<file path="src/rtl/blkc_pkg.sv">
package blkc_pkg;

   localparam int unsigned BLK_BYTES = 16;
   localparam int unsigned BYTE_W    = 8;

   typedef enum logic [1:0] {
      SEL_CTRL = 2'd0,
      SEL_STAT = 2'd1,
      SEL_DATA = 2'd2,
      SEL_KEY  = 2'd3
   } reg_sel_e;

   localparam int unsigned CTRL_START_BIT = 0;
   localparam int unsigned CTRL_DIR_BIT   = 1;
   localparam int unsigned STAT_DONE_BIT  = 0;

endpackage

</file>
<file path="src/rtl/blkc_byte_window.sv">
module blkc_byte_window #(
   parameter int unsigned NBYTES     = 16,
   parameter int unsigned BW         = 8,
   parameter bit          TRACK_READ = 1'b1
) (
   input  logic                 clk,
   input  logic                 rst_n,
   input  logic                 clr_i,
   input  logic                 ptr_rst_i,
   input  logic                 wr_i,
   input  logic                 rd_i,
   input  logic [BW-1:0]        wdata_i,
   input  logic                 load_i,
   input  logic [NBYTES*BW-1:0] load_data_i,
   output logic [BW-1:0]        rdata_o,
   output logic [NBYTES*BW-1:0] vec_o,
   output logic                 full_o,
   output logic                 pend_o
);

   localparam int unsigned    PW   = $clog2(NBYTES);
   localparam logic [PW-1:0]  LAST = PW'(NBYTES - 1);

   if ((NBYTES < 2) || ((NBYTES & (NBYTES - 1)) != 0)) begin : g_bad_depth
      $error("blkc_byte_window: NBYTES must be a power of two of at least 2");
   end
   if (BW < 1) begin : g_bad_width
      $error("blkc_byte_window: BW must be at least 1");
   end

   logic [NBYTES-1:0][BW-1:0] mem_q;
   logic [PW-1:0]             ptr_q;
   logic                      full_q;

   always_ff @(posedge clk or negedge rst_n) begin
      if (!rst_n) begin
         mem_q  <= '0;
         ptr_q  <= '0;
         full_q <= 1'b0;
      end else if (clr_i) begin
         mem_q  <= '0;
         ptr_q  <= '0;
         full_q <= 1'b0;
      end else if (load_i) begin
         mem_q  <= load_data_i;
         ptr_q  <= '0;
         full_q <= 1'b1;
      end else if (ptr_rst_i) begin
         ptr_q <= '0;
      end else if (wr_i) begin
         mem_q[ptr_q] <= wdata_i;
         ptr_q        <= ptr_q + 1'b1;
         if (ptr_q == LAST) begin
            full_q <= 1'b1;
         end else if (ptr_q == '0) begin
            full_q <= 1'b0;
         end
      end else if (rd_i) begin
         ptr_q <= ptr_q + 1'b1;
      end
   end

   assign rdata_o = mem_q[ptr_q];
   assign vec_o   = mem_q;
   assign full_o  = full_q;

   if (TRACK_READ) begin : g_track
      logic pend_q;
      always_ff @(posedge clk or negedge rst_n) begin
         if (!rst_n) begin
            pend_q <= 1'b0;
         end else if (clr_i) begin
            pend_q <= 1'b0;
         end else if (load_i) begin
            pend_q <= 1'b1;
         end else if (rd_i && !wr_i && !ptr_rst_i && (ptr_q == LAST)) begin
            pend_q <= 1'b0;
         end
      end
      assign pend_o = pend_q;
   end else begin : g_no_track
      assign pend_o = 1'b0;
   end

endmodule

</file>
<file path="src/rtl/blkc_op_seq.sv">
module blkc_op_seq (
   input  logic clk,
   input  logic rst_n,
   input  logic sleep_i,
   input  logic ctrl_wr_i,
   input  logic ctrl_rd_i,
   input  logic start_bit_i,
   input  logic dir_bit_i,
   input  logic key_full_i,
   input  logic data_full_i,
   input  logic pend_i,
   input  logic eng_done_i,
   output logic busy_o,
   output logic eng_start_o,
   output logic err_o,
   output logic done_o,
   output logic dir_o,
   output logic ptr_rst_o,
   output logic load_o
);

   logic busy_q, start_q, err_q, done_q, dir_q;
   logic touch_busy, start_req, start_bad, start_ok, finish;

   always_comb begin
      touch_busy = (ctrl_wr_i || ctrl_rd_i) && busy_q;
      start_req  = ctrl_wr_i && start_bit_i && !busy_q;
      start_bad  = start_req && (!key_full_i || !data_full_i || pend_i);
      start_ok   = start_req && !start_bad;
      finish     = busy_q && eng_done_i;
   end

   always_ff @(posedge clk or negedge rst_n) begin
      if (!rst_n) begin
         busy_q  <= 1'b0;
         start_q <= 1'b0;
         err_q   <= 1'b0;
         done_q  <= 1'b0;
         dir_q   <= 1'b0;
      end else begin
         start_q <= start_ok;
         if (start_ok) begin
            busy_q <= 1'b1;
         end else if (finish) begin
            busy_q <= 1'b0;
         end
         if (ctrl_wr_i && !busy_q) begin
            dir_q <= dir_bit_i;
         end
         if (sleep_i) begin
            err_q  <= 1'b0;
            done_q <= 1'b0;
         end else begin
            if (touch_busy || start_bad) begin
               err_q <= 1'b1;
            end else if (start_req) begin
               err_q <= 1'b0;
            end
            if (start_req) begin
               done_q <= 1'b0;
            end else if (finish && !err_q && !touch_busy) begin
               done_q <= 1'b1;
            end
         end
      end
   end

   assign busy_o      = busy_q;
   assign eng_start_o = start_q;
   assign err_o       = err_q;
   assign done_o      = done_q;
   assign dir_o       = dir_q;
   assign ptr_rst_o   = start_req || finish;
   assign load_o      = finish;

endmodule

</file>
<file path="src/rtl/blkc_regfront.sv">
module blkc_regfront
   import blkc_pkg::*;
#(
   parameter int unsigned NBYTES = BLK_BYTES,
   parameter int unsigned BW     = BYTE_W
) (
   input  logic                 clk,
   input  logic                 rst_n,
   input  logic                 sleep_i,
   input  logic [1:0]           reg_sel_i,
   input  logic                 wr_en_i,
   input  logic                 rd_en_i,
   input  logic [BW-1:0]        wdata_i,
   output logic [BW-1:0]        rdata_o,
   output logic                 busy_o,
   output logic                 eng_start_o,
   output logic                 eng_dir_o,
   output logic [NBYTES*BW-1:0] eng_key_o,
   output logic [NBYTES*BW-1:0] eng_data_o,
   input  logic                 eng_done_i,
   input  logic [NBYTES*BW-1:0] eng_result_i
);

   localparam int unsigned VEC_W = NBYTES * BW;

   if (BW < 2) begin : g_bad_bw
      $error("blkc_regfront: BW must hold distinct error and done bits");
   end

   logic ctrl_wr, ctrl_rd, data_wr, data_rd, key_wr, key_rd;
   logic stat_err, stat_done, dir_q, ptr_rst, load;
   logic key_full, data_full, data_pend, key_pend;
   logic [BW-1:0] data_rdata, key_rdata;

   assign ctrl_wr = wr_en_i && (reg_sel_i == SEL_CTRL);
   assign ctrl_rd = rd_en_i && (reg_sel_i == SEL_CTRL);
   assign data_wr = wr_en_i && (reg_sel_i == SEL_DATA);
   assign data_rd = rd_en_i && (reg_sel_i == SEL_DATA);
   assign key_wr  = wr_en_i && (reg_sel_i == SEL_KEY);
   assign key_rd  = rd_en_i && (reg_sel_i == SEL_KEY);

   blkc_op_seq u_seq (
      .clk         (clk),
      .rst_n       (rst_n),
      .sleep_i     (sleep_i),
      .ctrl_wr_i   (ctrl_wr),
      .ctrl_rd_i   (ctrl_rd),
      .start_bit_i (wdata_i[CTRL_START_BIT]),
      .dir_bit_i   (wdata_i[CTRL_DIR_BIT]),
      .key_full_i  (key_full),
      .data_full_i (data_full),
      .pend_i      (data_pend || key_pend),
      .eng_done_i  (eng_done_i),
      .busy_o      (busy_o),
      .eng_start_o (eng_start_o),
      .err_o       (stat_err),
      .done_o      (stat_done),
      .dir_o       (dir_q),
      .ptr_rst_o   (ptr_rst),
      .load_o      (load)
   );

   blkc_byte_window #(
      .NBYTES     (NBYTES),
      .BW         (BW),
      .TRACK_READ (1'b1)
   ) u_data_buf (
      .clk         (clk),
      .rst_n       (rst_n),
      .clr_i       (sleep_i),
      .ptr_rst_i   (ptr_rst),
      .wr_i        (data_wr),
      .rd_i        (data_rd),
      .wdata_i     (wdata_i),
      .load_i      (load),
      .load_data_i (eng_result_i),
      .rdata_o     (data_rdata),
      .vec_o       (eng_data_o),
      .full_o      (data_full),
      .pend_o      (data_pend)
   );

   blkc_byte_window #(
      .NBYTES     (NBYTES),
      .BW         (BW),
      .TRACK_READ (1'b0)
   ) u_key_buf (
      .clk         (clk),
      .rst_n       (rst_n),
      .clr_i       (1'b0),
      .ptr_rst_i   (ptr_rst),
      .wr_i        (key_wr),
      .rd_i        (key_rd),
      .wdata_i     (wdata_i),
      .load_i      (1'b0),
      .load_data_i ({VEC_W{1'b0}}),
      .rdata_o     (key_rdata),
      .vec_o       (eng_key_o),
      .full_o      (key_full),
      .pend_o      (key_pend)
   );

   always_comb begin
      rdata_o = '0;
      case (reg_sel_i)
         SEL_CTRL: rdata_o[CTRL_DIR_BIT] = dir_q;
         SEL_STAT: begin
            rdata_o[BW-1]          = stat_err;
            rdata_o[STAT_DONE_BIT] = stat_done;
         end
         SEL_DATA: rdata_o = data_rdata;
         SEL_KEY:  rdata_o = key_rdata;
         default:  rdata_o = '0;
      endcase
   end

   assign eng_dir_o = dir_q;

endmodule

</file>
<file path="config.mk">
export PLATFORM = sky130hd
export DESIGN_NAME = blkc_regfront
export DESIGN_NICKNAME = d
export VERILOG_FILES = /design/src/rtl/blkc_pkg.sv /design/src/rtl/blkc_byte_window.sv /design/src/rtl/blkc_op_seq.sv /design/src/rtl/blkc_regfront.sv
export SDC_FILE = /design/constraint.sdc
export NUM_CORES = 1
export LEC_CHECK = 0
export BUFFER_PORTS_ARGS = -buffer_cell sky130_fd_sc_hd__buf_4
export CORE_ASPECT_RATIO = 0.75
export CORE_MARGIN = 5
export CORE_UTILIZATION = 47
export DETAILED_ROUTE_END_ITERATION = 8
export PLACE_DENSITY = 0.83
export SETUP_SLACK_MARGIN = 0.3
export SYNTH_ARGS = -nofsm -noshare
export SYNTH_HDL_FRONTEND = slang
export SYNTH_HIERARCHICAL = 1
export SYNTH_SLANG_ARGS = --single-unit
export TNS_END_PERCENT = 5
</file>
<file path="constraint.sdc">
create_clock -name clk -period 4 [get_ports clk]
set_input_delay 0.8 -clock clk [delete_from_list [all_inputs] [get_ports clk]]
set_output_delay 0.8 -clock clk [all_outputs]
set_load 0.05 [all_outputs]
</file>
==> flow_metrics.env, run 1 <==
export IMPL_fill_cells=3041
export IMPL_final_nets=2449
export IMPL_netlist_area_sq_um=17200
export IMPL_mostFrequentLayoutCells="buf_4 (449), dfrtp_1 (267), nand2_1 (211)"
export IMPL_gp_congestion=0.995
export IMPL_antenna_found_initial=9
export IMPL_overflow=0
export IMPL_yosys_warnings=6
export IMPL_io_pins=411
export IMPL_slew_viol_final=0
export IMPL_ant_nets=0
export IMPL_utilization=0.615
export IMPL_cp_num_cells=6
export IMPL_worstPathMaxFanout=12
export IMPL_viasPerCell=6.74
export IMPL_netlist_instances=1888
export IMPL_worstHoldPathType="input pin to async pin"
export IMPL_critPathMaxStageDelay_ns=0.75
export IMPL_cp_required_ns=3.20
export IMPL_die_h_microns=176
export IMPL_yosys_most_used_dff="dfrtp_1"
export IMPL_grt_pass1_wl_microns=111000
export IMPL_met1_length_microns=28700
export IMPL_cp_slowest_cell="nor2b_1"
export IMPL_ff2ff_path_depth=7
export IMPL_ir_drop_v=0.000346
export IMPL_path_buf_inv=1
export IMPL_drtIter0Drc=3386
export IMPL_maxCapViolations=0
export IMPL_start_util=0.477
export IMPL_avgRoutedWirePerCell_microns=26.9
export IMPL_fin_total_pwr_mw=7.34
export IMPL_io_buffers=410
export IMPL_cts_root_buffer="clkbuf_16"
export IMPL_cellLeakagePower_nw=8.93
export IMPL_relSlewSlack=0.322
export IMPL_min_period_ns=3.70
export IMPL_end_kind="output pin"
export IMPL_critPathArrivalTime_ns=2.90
export IMPL_crit_family="simple AND/OR/NAND/NOR gates"
export IMPL_cts_tree="yes"
export IMPL_finalSetupTns_ns=0
export IMPL_core_sq_um=36000
export IMPL_numCtsBuffers=30
export IMPL_wl_met3_microns=11000
export IMPL_cts_clk_slew_worst_paths_ns=0.06
export IMPL_top_layer_used="met5"
export IMPL_synth_edf_count=0
export IMPL_post_dp_hpwl_microns=53100
export IMPL_h_tree_depth=1
export IMPL_clockBufferDepth=3
export IMPL_rsz0062_at_grt="true"
export IMPL_num_vias=18800
export IMPL_min_period_over_period=0.925
export IMPL_grt_pass1_vias=17700
export IMPL_core_rowCount=60
export IMPL_grt_start_max_net_pins=379
export IMPL_synth_distinct_cells=60
export IMPL_path_class="flip-flop to output pin"
export IMPL_grt_usage=0.349
export IMPL_worstMarginPinSlew_ns=1.02
export IMPL_ctsHoldBuffers=0
export IMPL_synth_top_cell_area_share=0.396
export IMPL_async_reset_ff_frac=1.00
export IMPL_final_layout_size_suffix_gt1_frac=0.270
export IMPL_crit_chain="nor2b_1 > a22oi_1 > nand2_1 > mux2_4 > a22o_1 > buf_6"
export IMPL_timing_final_hold_violations=0
export IMPL_clk_latency_ns=0.57
export IMPL_syn_to_final_growth_pct=28.8
export IMPL_yosys_top_cells_area="dfrtp_1 (40%), a211oi_1 (9.1%), mux4_2 (8.4%)"
export IMPL_crit_path_start_kind="flip-flop"
export IMPL_ys_seq_area_frac=0.396
export IMPL_holdWs_ns=0.310
export IMPL_setup_violations=0
export IMPL_die_x_microns=231
export IMPL_syn_area_per_cell_sq_um=9.11
export IMPL_outcome="finished, final reports clean"
export IMPL_p_per_area_nw_per_um2=331
export IMPL_drt_pass1_iter_count=7
export IMPL_die_area_sq_um=40600
export IMPL_layout_cells_most_common="buf_4"
export IMPL_yosysTopAreaCell="dfrtp_1"
export IMPL_dr_wl_met2_microns=31900
export IMPL_clock_skew_ns=0.0137
export IMPL_wirelength_microns=75100
export IMPL_drc=0
export IMPL_numClockSinks=272
export IMPL_fmax_ghz=0.270
export IMPL_ys_ff_latch=272
## through the flow
stage	cell area, sq um	cells	worst slack (ns)
finish	22200	2792	0.298
global route	22100	2789	0.256
CTS	21900	2775	0.223
detailed placement	20800	2714	0.401
global placement	20800	2714	0.447
floorplan	17700	2020	0.749
## synth_stat cells, types with 32 or more instances
master and n:
nand2_1 212, a21oi_1 81, a22oi_1 32, a311oi_1 128, mux4_2 64, or3_1 156, buf_2 36, nor4_1 88
dfrtp_1 272, nand2b_1 32, nor3_1 90, clkbuf_1 167, a211oi_1 208, nor2_1 149, o21ai_0 32
## power breakdown
group	internal, mW	switching, mW	leakage (nW)
combinational	0.476	0.960	4.75
clock	1.71	1.22	0.508
sequential	2.85	0.128	3.67
total	5.04	2.31	8.93
## registers in the layout, indices dropped and copies added (netlist names), 4 cells and up
register	flops
u_data_buf/ptr_q	4
u_data_buf/vec_o	128
u_key_buf/ptr_q	4
u_key_buf/vec_o	128
## routing by layer
metal  vias to the layer above  GRT usage
li1                       7927          -
met1                      9037      0.492
met2                      1574      0.494
met3                       279      0.124
met4                         4      0.133
met5                         -          0
## layout make-up
cell class | count | area (sq um) | share of cell area
Tap cell | 465 | 582 | 0.0263
Antenna cell | 8 | 20.0 | 0.000904
Timing Repair Buffer | 468 | 3670 | 0.166
Inverter | 10 | 40.0 | 0.00181
Multi-Input combinational cell | 1515 | 10000 | 0.452
Clock buffer | 41 | 873 | 0.0394
Sequential cell | 272 | 6820 | 0.308
Clock inverter | 13 | 146 | 0.00661
## repair_timing
action	4_1_cts	5_1_grt
gates cloned	0	1
endpoints found under the setup margin	8	8
buffers inserted	7	8
pin swaps	0	15
resized for setup	10	28
## worst paths after layout
kind | startpoint | to | slack (ns)
setup reg to reg | u_key_buf/ptr_q[0] | u_key_buf/vec_o[71] | 0.75
min in group clk | eng_done_i | u_seq/busy_o | 0.43
max in group asynchronous | rst_n | u_data_buf/ptr_q[0] | 2.71
hold reg to reg | u_data_buf/pend_o | u_data_buf/pend_o | 0.55
hold / removal | rst_n | u_key_buf/vec_o[92] | 0.31
setup / recovery | u_data_buf/ptr_q[2] | rdata_o[0] | 0.30
## worst reg2reg max path: cells and delay by family (launching register included)
family,cells,cell delay (ns)
buf+inv,3,0.52
compound gates,1,0.32
fa+ha+maj,1,0.57
flops,1,0.56
simple gates,2,1.18
## cells by family (layout without fill, tap and decap cells)
family | Yosys count | count (layout) | synth area share
AOI/OAI and AO/OA | 507 | 507 | 0.215
xor gates and xnor gates | 4 | 4 | 0.00204
adders and majority gates | 8 | 8 | 0.00582
buffers and inverters | 233 | 532 | 0.0570
DFF | 272 | 272 | 0.396
muxes | 73 | 73 | 0.0894
other | 2 | 142 | 0.000437
and+or+nand+nor | 789 | 789 | 0.234
Power figures use the tool's default switching activity.
==> run 2: changes to the inputs <==
--- a/config.mk
+++ b/config.mk
@@ -11,7 +11,7 @@
 export CORE_UTILIZATION = 47
 export DETAILED_ROUTE_END_ITERATION = 8
 export PLACE_DENSITY = 0.83
-export SETUP_SLACK_MARGIN = 0.3
+export SETUP_SLACK_MARGIN = 0.15
 export SYNTH_ARGS = -nofsm -noshare
 export SYNTH_HDL_FRONTEND = slang
 export SYNTH_HIERARCHICAL = 1
==> run 2 against run 1 <==
Register-to-register slack better by 0.10 ns; sequential share of layout area up 0.31 points; sequential cell count unchanged; first-iteration DRC count shrank 8.7%; die area is the same; final cell count is 0.43% lower; critical path depth grew 2; design area fell by 1.0%; core utilization down 0.62 points; largest power group unchanged; highest routed layer is now met4.
==> flow_metrics.env, run 2 (synthesis gave the netlist of run 1 again) <==
export IMPL_outcome="finished, final reports clean"
export IMPL_overflow=0
export IMPL_finalInstanceArea_sq_um=21900
export IMPL_viasPerCell=6.74
export IMPL_grt_usage=0.348
export IMPL_ant_nets=0
export IMPL_die_h_microns=176
export IMPL_h_tree_depth=1
export IMPL_use_met1=0.491
export IMPL_cp_required_ns=3.20
export IMPL_gp_congestion=0.995
export IMPL_drt_pass1_iter_count=6
export IMPL_p_per_area_nw_per_um2=333
export IMPL_num_vias=18700
export IMPL_min_period_ns=3.91
export IMPL_clock_skew_ns=0.0167
export IMPL_grt_busiest_layer="met2"
export IMPL_crit_chain="buf_4 > buf_4 > mux4_2 > a22oi_1 > nand2_1 > mux2i_1 > nor2b_1 > buf_4"
export IMPL_cellLeakagePower_nw=8.84
export IMPL_use_met3=0.126
export IMPL_io_buffers=410
export IMPL_numCtsBuffers=30
export IMPL_critPathMaxStageDelay_ns=0.57
export IMPL_path_buf_inv=3
export IMPL_clockBufferDepth=3
export IMPL_crit_path_start_kind="flip-flop"
export IMPL_grt_start_max_net_pins=379
export IMPL_worstMarginPinSlew_ns=0.986
export IMPL_min_period_over_period=0.976
export IMPL_grt_pass1_wl_microns=111000
export IMPL_final_layout_size_suffix_gt1_frac=0.261
export IMPL_antenna_found_initial=8
export IMPL_syn_to_final_growth_pct=27.5
export IMPL_fill_cells=3060
export IMPL_utilization=0.609
export IMPL_placedInstanceArea_sq_um=20800
export IMPL_mostFrequentLayoutCells="buf_4 (450), dfrtp_1 (267), nand2_1 (212)"
export IMPL_start_util=0.477
export IMPL_fmax_ghz=0.256
export IMPL_drc=0
export IMPL_ir_drop_v=0.000347
export IMPL_cts_tree="yes"
export IMPL_relSlewSlack=0.343
export IMPL_cp_slowest_cell="a22oi_1"
export IMPL_grt_pass1_vias=17700
export IMPL_wirelength_microns=74800
export IMPL_core_sq_um=36000
export IMPL_worstPathMaxFanout=7
export IMPL_cts_root_buffer="clkbuf_16"
export IMPL_ctsHoldBuffers=0
export IMPL_holdWs_ns=0.332
export IMPL_die_x_microns=231
export IMPL_maxCapViolations=0
export IMPL_clk_latency_ns=0.58
export IMPL_slew_viol_final=0
export IMPL_worstHoldPathType="input pin to async pin"
export IMPL_crit_family="multiplexers"
export IMPL_rsz0062_at_grt="true"
export IMPL_post_dp_hpwl_microns=53100
export IMPL_path_class="flip-flop to output pin"
export IMPL_core_rowCount=60
export IMPL_io_pins=411
export IMPL_drtIter0Drc=3093
export IMPL_gr_usage_met2=0.493
export IMPL_critPathArrivalTime_ns=3.11
export IMPL_avgRoutedWirePerCell_microns=26.9
export IMPL_timing_final_hold_violations=0
export IMPL_cts_clk_slew_worst_paths_ns=0.06
export IMPL_layout_cells_most_common="buf_4"
export IMPL_die_area_sq_um=40600
export IMPL_setup_violations=0
export IMPL_crit_path_frequent_cell="buf_4"
export IMPL_end_kind="output pin"
export IMPL_final_nets=2438
export IMPL_numClockSinks=272
export IMPL_fin_total_pwr_mw=7.31
export IMPL_finalSetupTns_ns=0
-- run 2: cell types whose count changed in the layout (fill, tap and decap cells not counted) --
| cell | previous run | this run |
|---|---|---|
| a22oi_1 | 17 | 26 |
| a22oi_2 | 15 | 6 |
| buf_12 | 7 | 5 |
| buf_4 | 449 | 450 |
| buf_6 | 9 | 1 |
| buf_8 | 2 | 1 |
| clkbuf_16 | 32 | 31 |
| diode_2 | 8 | 7 |
| mux2_1 | 2 | 4 |
| mux2_4 | 2 | 0 |
| nand2_1 | 211 | 212 |
| nand2_2 | 2 | 1 |
| nor2b_1 | 9 | 10 |
| nor2b_2 | 1 | 0 |
-- run 2: worst paths after layout --
kind	to	depth (start not counted)	start	slack (ns)
min in group clk	u_seq/busy_o	2	eng_done_i	0.43
setup / recovery	rdata_o[2]	8	u_key_buf/ptr_q[0]	0.09
setup reg to reg	u_data_buf/vec_o[65]	8	u_data_buf/ptr_q[0]	0.85
hold reg to reg	u_data_buf/pend_o	2	u_data_buf/pend_o	0.55
hold / removal	u_key_buf/vec_o[92]	1	rst_n	0.33
max in group asynchronous	u_data_buf/ptr_q[0]	2	rst_n	2.72
-- run 2: routing by layer --
metal | wire [microns] | vias up
met5 | 0 | -
met4 | 3330 | 0
met3 | 11200 | 242
met2 | 32000 | 1545
met1 | 28300 | 9030
li1 | - | 7928
-- run 2: metrics by stage --
| step | instances | worst slack [ns] |
|---|---|---|
| 4_1_cts | 2773 | 0.0688 |
| 5_1_grt | 2779 | 0.0488 |
| 3_3_place_gp | 2714 | 0.447 |
| 3_5_place_dp | 2714 | 0.401 |
| 6_report | 2780 | 0.0941 |
| 2_1_floorplan | 2020 | 0.749 |
-- run 2: what timing repair did --
action / in CTS / in global routing
setup buffers: 5 / 0
setup endpoints to repair: 7 / 8
gates resized for setup: 3 / 9
-- run 2: worst register-to-register path, stage by stage (launching register included) --
cell,delay (ns)
dfrtp_4,0.58
buf_6,0.22
buf_4,0.19
inv_1,0.12
ha_1,0.22
nand2_1,0.56
or2_0,0.66
a211oi_1,0.37
nor3_1,0.09
-- run 2: cell type report --
class / count / area, sq um / area share
inverters: 10 / 40.0 / 0.00183
multi-input cells: 1515 / 9950 / 0.454
clock inverters: 13 / 146 / 0.00668
repair buffers: 457 / 3500 / 0.160
flip-flops and latches: 272 / 6820 / 0.311
well taps: 465 / 582 / 0.0265
clock buffers: 41 / 873 / 0.0398
diodes: 7 / 17.5 / 0.000799
-- run 2: where the power goes --
part	total [mW]	internal [mW]	switching (mW)
logic	1.40	0.454	0.947
clock network	2.93	1.71	1.21
registers	2.98	2.85	0.132
total	7.31	5.01	2.29
==> run 3: changes to the inputs <==
--- a/config.mk
+++ b/config.mk
@@ -5,12 +5,12 @@
 export SDC_FILE = /design/constraint.sdc
 export NUM_CORES = 1
 export LEC_CHECK = 0
-export BUFFER_PORTS_ARGS = -buffer_cell sky130_fd_sc_hd__buf_4
 export CORE_ASPECT_RATIO = 0.75
-export CORE_MARGIN = 5
+export CORE_MARGIN = 2
 export CORE_UTILIZATION = 47
 export DETAILED_ROUTE_END_ITERATION = 8
-export PLACE_DENSITY = 0.83
+export DONT_BUFFER_PORTS = 1
+export PLACE_DENSITY = 0.74
 export SETUP_SLACK_MARGIN = 0.15
 export SYNTH_ARGS = -nofsm -noshare
 export SYNTH_HDL_FRONTEND = slang
==> run 3 against run 2 <==
The run now ends with negative hold slack left; critical path depth is 3 lower; global-route usage is 1.6 points higher; first-iteration DRC count is 0.78% higher; clock skew is 0.0026 ns higher; sequential share of layout area is 4.9 points higher; register-to-register slack worse by 0.22 ns; final cell count is 14% lower; count of clock-buffer cells in the layout is 1 higher; critical path type unchanged; combinational power is 48% lower; total power is 3.6% lower.
==> flow_metrics.env, run 3 (synthesis gave the netlist of run 1 again) <==
export IMPL_maxCapViolations=0
export IMPL_io_buffers=0
export IMPL_placed_cells=2323
export IMPL_grt_usage=0.365
export IMPL_fin_cells=2383
export IMPL_worstHoldPathType="input pin to async pin"
export IMPL_worstPathMaxFanout=3
export IMPL_finalSetupTns_ns=0
export IMPL_swShare=0.305
export IMPL_cts_root_buffer="clkbuf_16"
export IMPL_avgRoutedWirePerCell_microns=30.5
export IMPL_timing_final_hold_violations=233
export IMPL_critPathMaxStageDelay_ns=0.60
export IMPL_drtIter0Drc=3117
export IMPL_ant_nets=0
export IMPL_gp_congestion=0.996
export IMPL_relSlewSlack=0.286
export IMPL_drt_pass1_iter_count=6
export IMPL_setup_violations=0
export IMPL_grt_start_max_net_pins=379
export IMPL_core_sq_um=36000
export IMPL_drc=0
export IMPL_cp_slowest_cell="dfrtp_1"
export IMPL_end_kind="output pin"
export IMPL_p_sw_mw=2.15
export IMPL_cts_clk_slew_worst_paths_ns=0.06
export IMPL_antenna_found_initial=8
export IMPL_p_comb_frac=0.103
export IMPL_cellLeakagePower_nw=6.81
export IMPL_die_h_microns=170
export IMPL_layout_cells_most_common="dfrtp_1"
export IMPL_slew_viol_final=0
export IMPL_grt_pass1_vias=15500
export IMPL_clock_skew_ns=0.0193
export IMPL_multiInputGateArea_sq_um=9950
export IMPL_ir_drop_v=0.000372
export IMPL_core_rowCount=60
export IMPL_numCtsBuffers=30
export IMPL_numClockSinks=272
export IMPL_cts_tree="yes"
export IMPL_min_period_ns=3.88
export IMPL_clk_latency_ns=0.59
export IMPL_fmax_ghz=0.258
export IMPL_cp_required_ns=3.20
export IMPL_viasPerCell=7.23
export IMPL_h_tree_depth=1
export IMPL_die_x_microns=225
export IMPL_num_vias=17200
export IMPL_failed_checks="negative hold slack"
export IMPL_start_util=0.478
export IMPL_post_dp_hpwl_microns=50000
export IMPL_wirelength_microns=72700
export IMPL_crit_path_start_kind="flip-flop"
export IMPL_grt_pass1_wl_microns=105000
export IMPL_pre_cts_ws_ns=0.452
export IMPL_min_period_over_period=0.970
export IMPL_rsz0062_at_grt="true"
export IMPL_worstMarginPinSlew_ns=1.07
export IMPL_power_frac_seq=0.468
export IMPL_outcome="finished with violations"
export IMPL_io_pins=411
export IMPL_final_nets=2046
export IMPL_syn_to_final_growth_pct=10.3
export IMPL_setup_ws_ns=0.121
export IMPL_clockBufferDepth=3
export IMPL_p_per_area_nw_per_um2=371
export IMPL_overflow=0
export IMPL_critPathArrivalTime_ns=3.08
export IMPL_p_clk_frac=0.429
export IMPL_crit_chain="mux4_2 > a22oi_2 > nand2_1 > mux2_1 > a22o_1"
export IMPL_holdWs_ns=-0.0816
export IMPL_die_area_sq_um=38100
export IMPL_p_int_mw=4.89
export IMPL_final_layout_size_suffix_gt1_frac=0.107
export IMPL_mostFrequentLayoutCells="dfrtp_1 (267), nand2_1 (212), a211oi_1 (208)"
export IMPL_fill_cells=3207
export IMPL_regArea_sq_um=6820
export IMPL_path_class="flip-flop to output pin"
## run 3: cell count changes in the layout (fill, tap and decap cells not counted)
| cell | previous run | this run |
|---|---|---|
| clkbuf_8 | 6 | 4 |
| diode_2 | 7 | 5 |
| clkinv_4 | 0 | 1 |
| buf_4 | 450 | 61 |
| buf_6 | 1 | 0 |
| buf_12 | 5 | 3 |
| clkinv_2 | 8 | 2 |
| inv_6 | 1 | 0 |
| bufinv_16 | 3 | 5 |
| clkbuf_1 | 4 | 7 |
## run 3: repair_timing
item | in CTS | in global routing
pin swaps | 0 | 1
gates cloned | 0 | 0
buffers inserted | 1 | 3
endpoints found under the hold margin | 272 | 272
endpoints found under the setup margin | 8 | 7
resized for setup | 6 | 5
## run 3: worst max-delay path, delay by kind of cell (launching register included)
kind / cells / cell delay (ns)
and+or+nand+nor: 1 / 0.14
AOI/OAI and AO/OA: 2 / 0.83
DFF: 1 / 0.60
muxes: 2 / 0.91
## run 3: layout make-up
class                           instances  area share
Antenna cell                            5    0.000660
Clock buffer                           42      0.0452
Clock inverter                          9     0.00930
Inverter                               10     0.00211
Multi-Input combinational cell       1515       0.525
Sequential cell                       272       0.359
Tap cell                              465      0.0307
Timing Repair Buffer                   65      0.0281
## run 3: path summary, 6_finish.rpt
path,start,to,slack (ns),cells past startpoint
setup / recovery,u_data_buf/vec_o[89],rdata_o[1],0.12,5
hold / removal,rst_n,u_key_buf/vec_o[92],-0.08,0
setup reg to reg,u_key_buf/ptr_q[0],u_key_buf/vec_o[70],0.63,7
hold reg to reg,u_data_buf/pend_o,u_data_buf/pend_o,0.55,2
max in group asynchronous,rst_n,u_data_buf/vec_o[97],3.70,0
min in group clk,sleep_i,u_seq/done_o,0.28,1
## run 3: routing by layer
metal  vias to the layer above  track usage  part of all wire
met4                         4        0.129             0.042
met1                      8329        0.519              0.38
met2                      1522        0.487              0.40
li1                       7127            -                 -
met5                         -            0           0.00032
met3                       247        0.162              0.17
## run 3: power by group through the flow
stage	sequential, mW	clock (mW)	combinational (mW)
6_report	3.30	3.02	0.724
5_1_grt	3.30	3.14	0.766
4_1_cts	3.30	3.03	0.651
3_5_place_dp	3.35	0	0.643
3_3_place_gp	3.35	0	0.632
2_1_floorplan	3.29	0	0.513
## run 3: metrics by stage
stage | cell area (sq um) | util | hold slack [ns] | power, mW
floorplan | 17700 | - | 0.504 | 3.80
global placement | 17800 | 0.496 | 0.517 | 3.98
detailed placement | 17800 | 0.496 | 0.514 | 3.99
CTS | 18900 | 0.526 | -0.0967 | 6.98
global route | 19000 | 0.527 | -0.0906 | 7.21
finish | 19000 | 0.527 | -0.0816 | 7.04
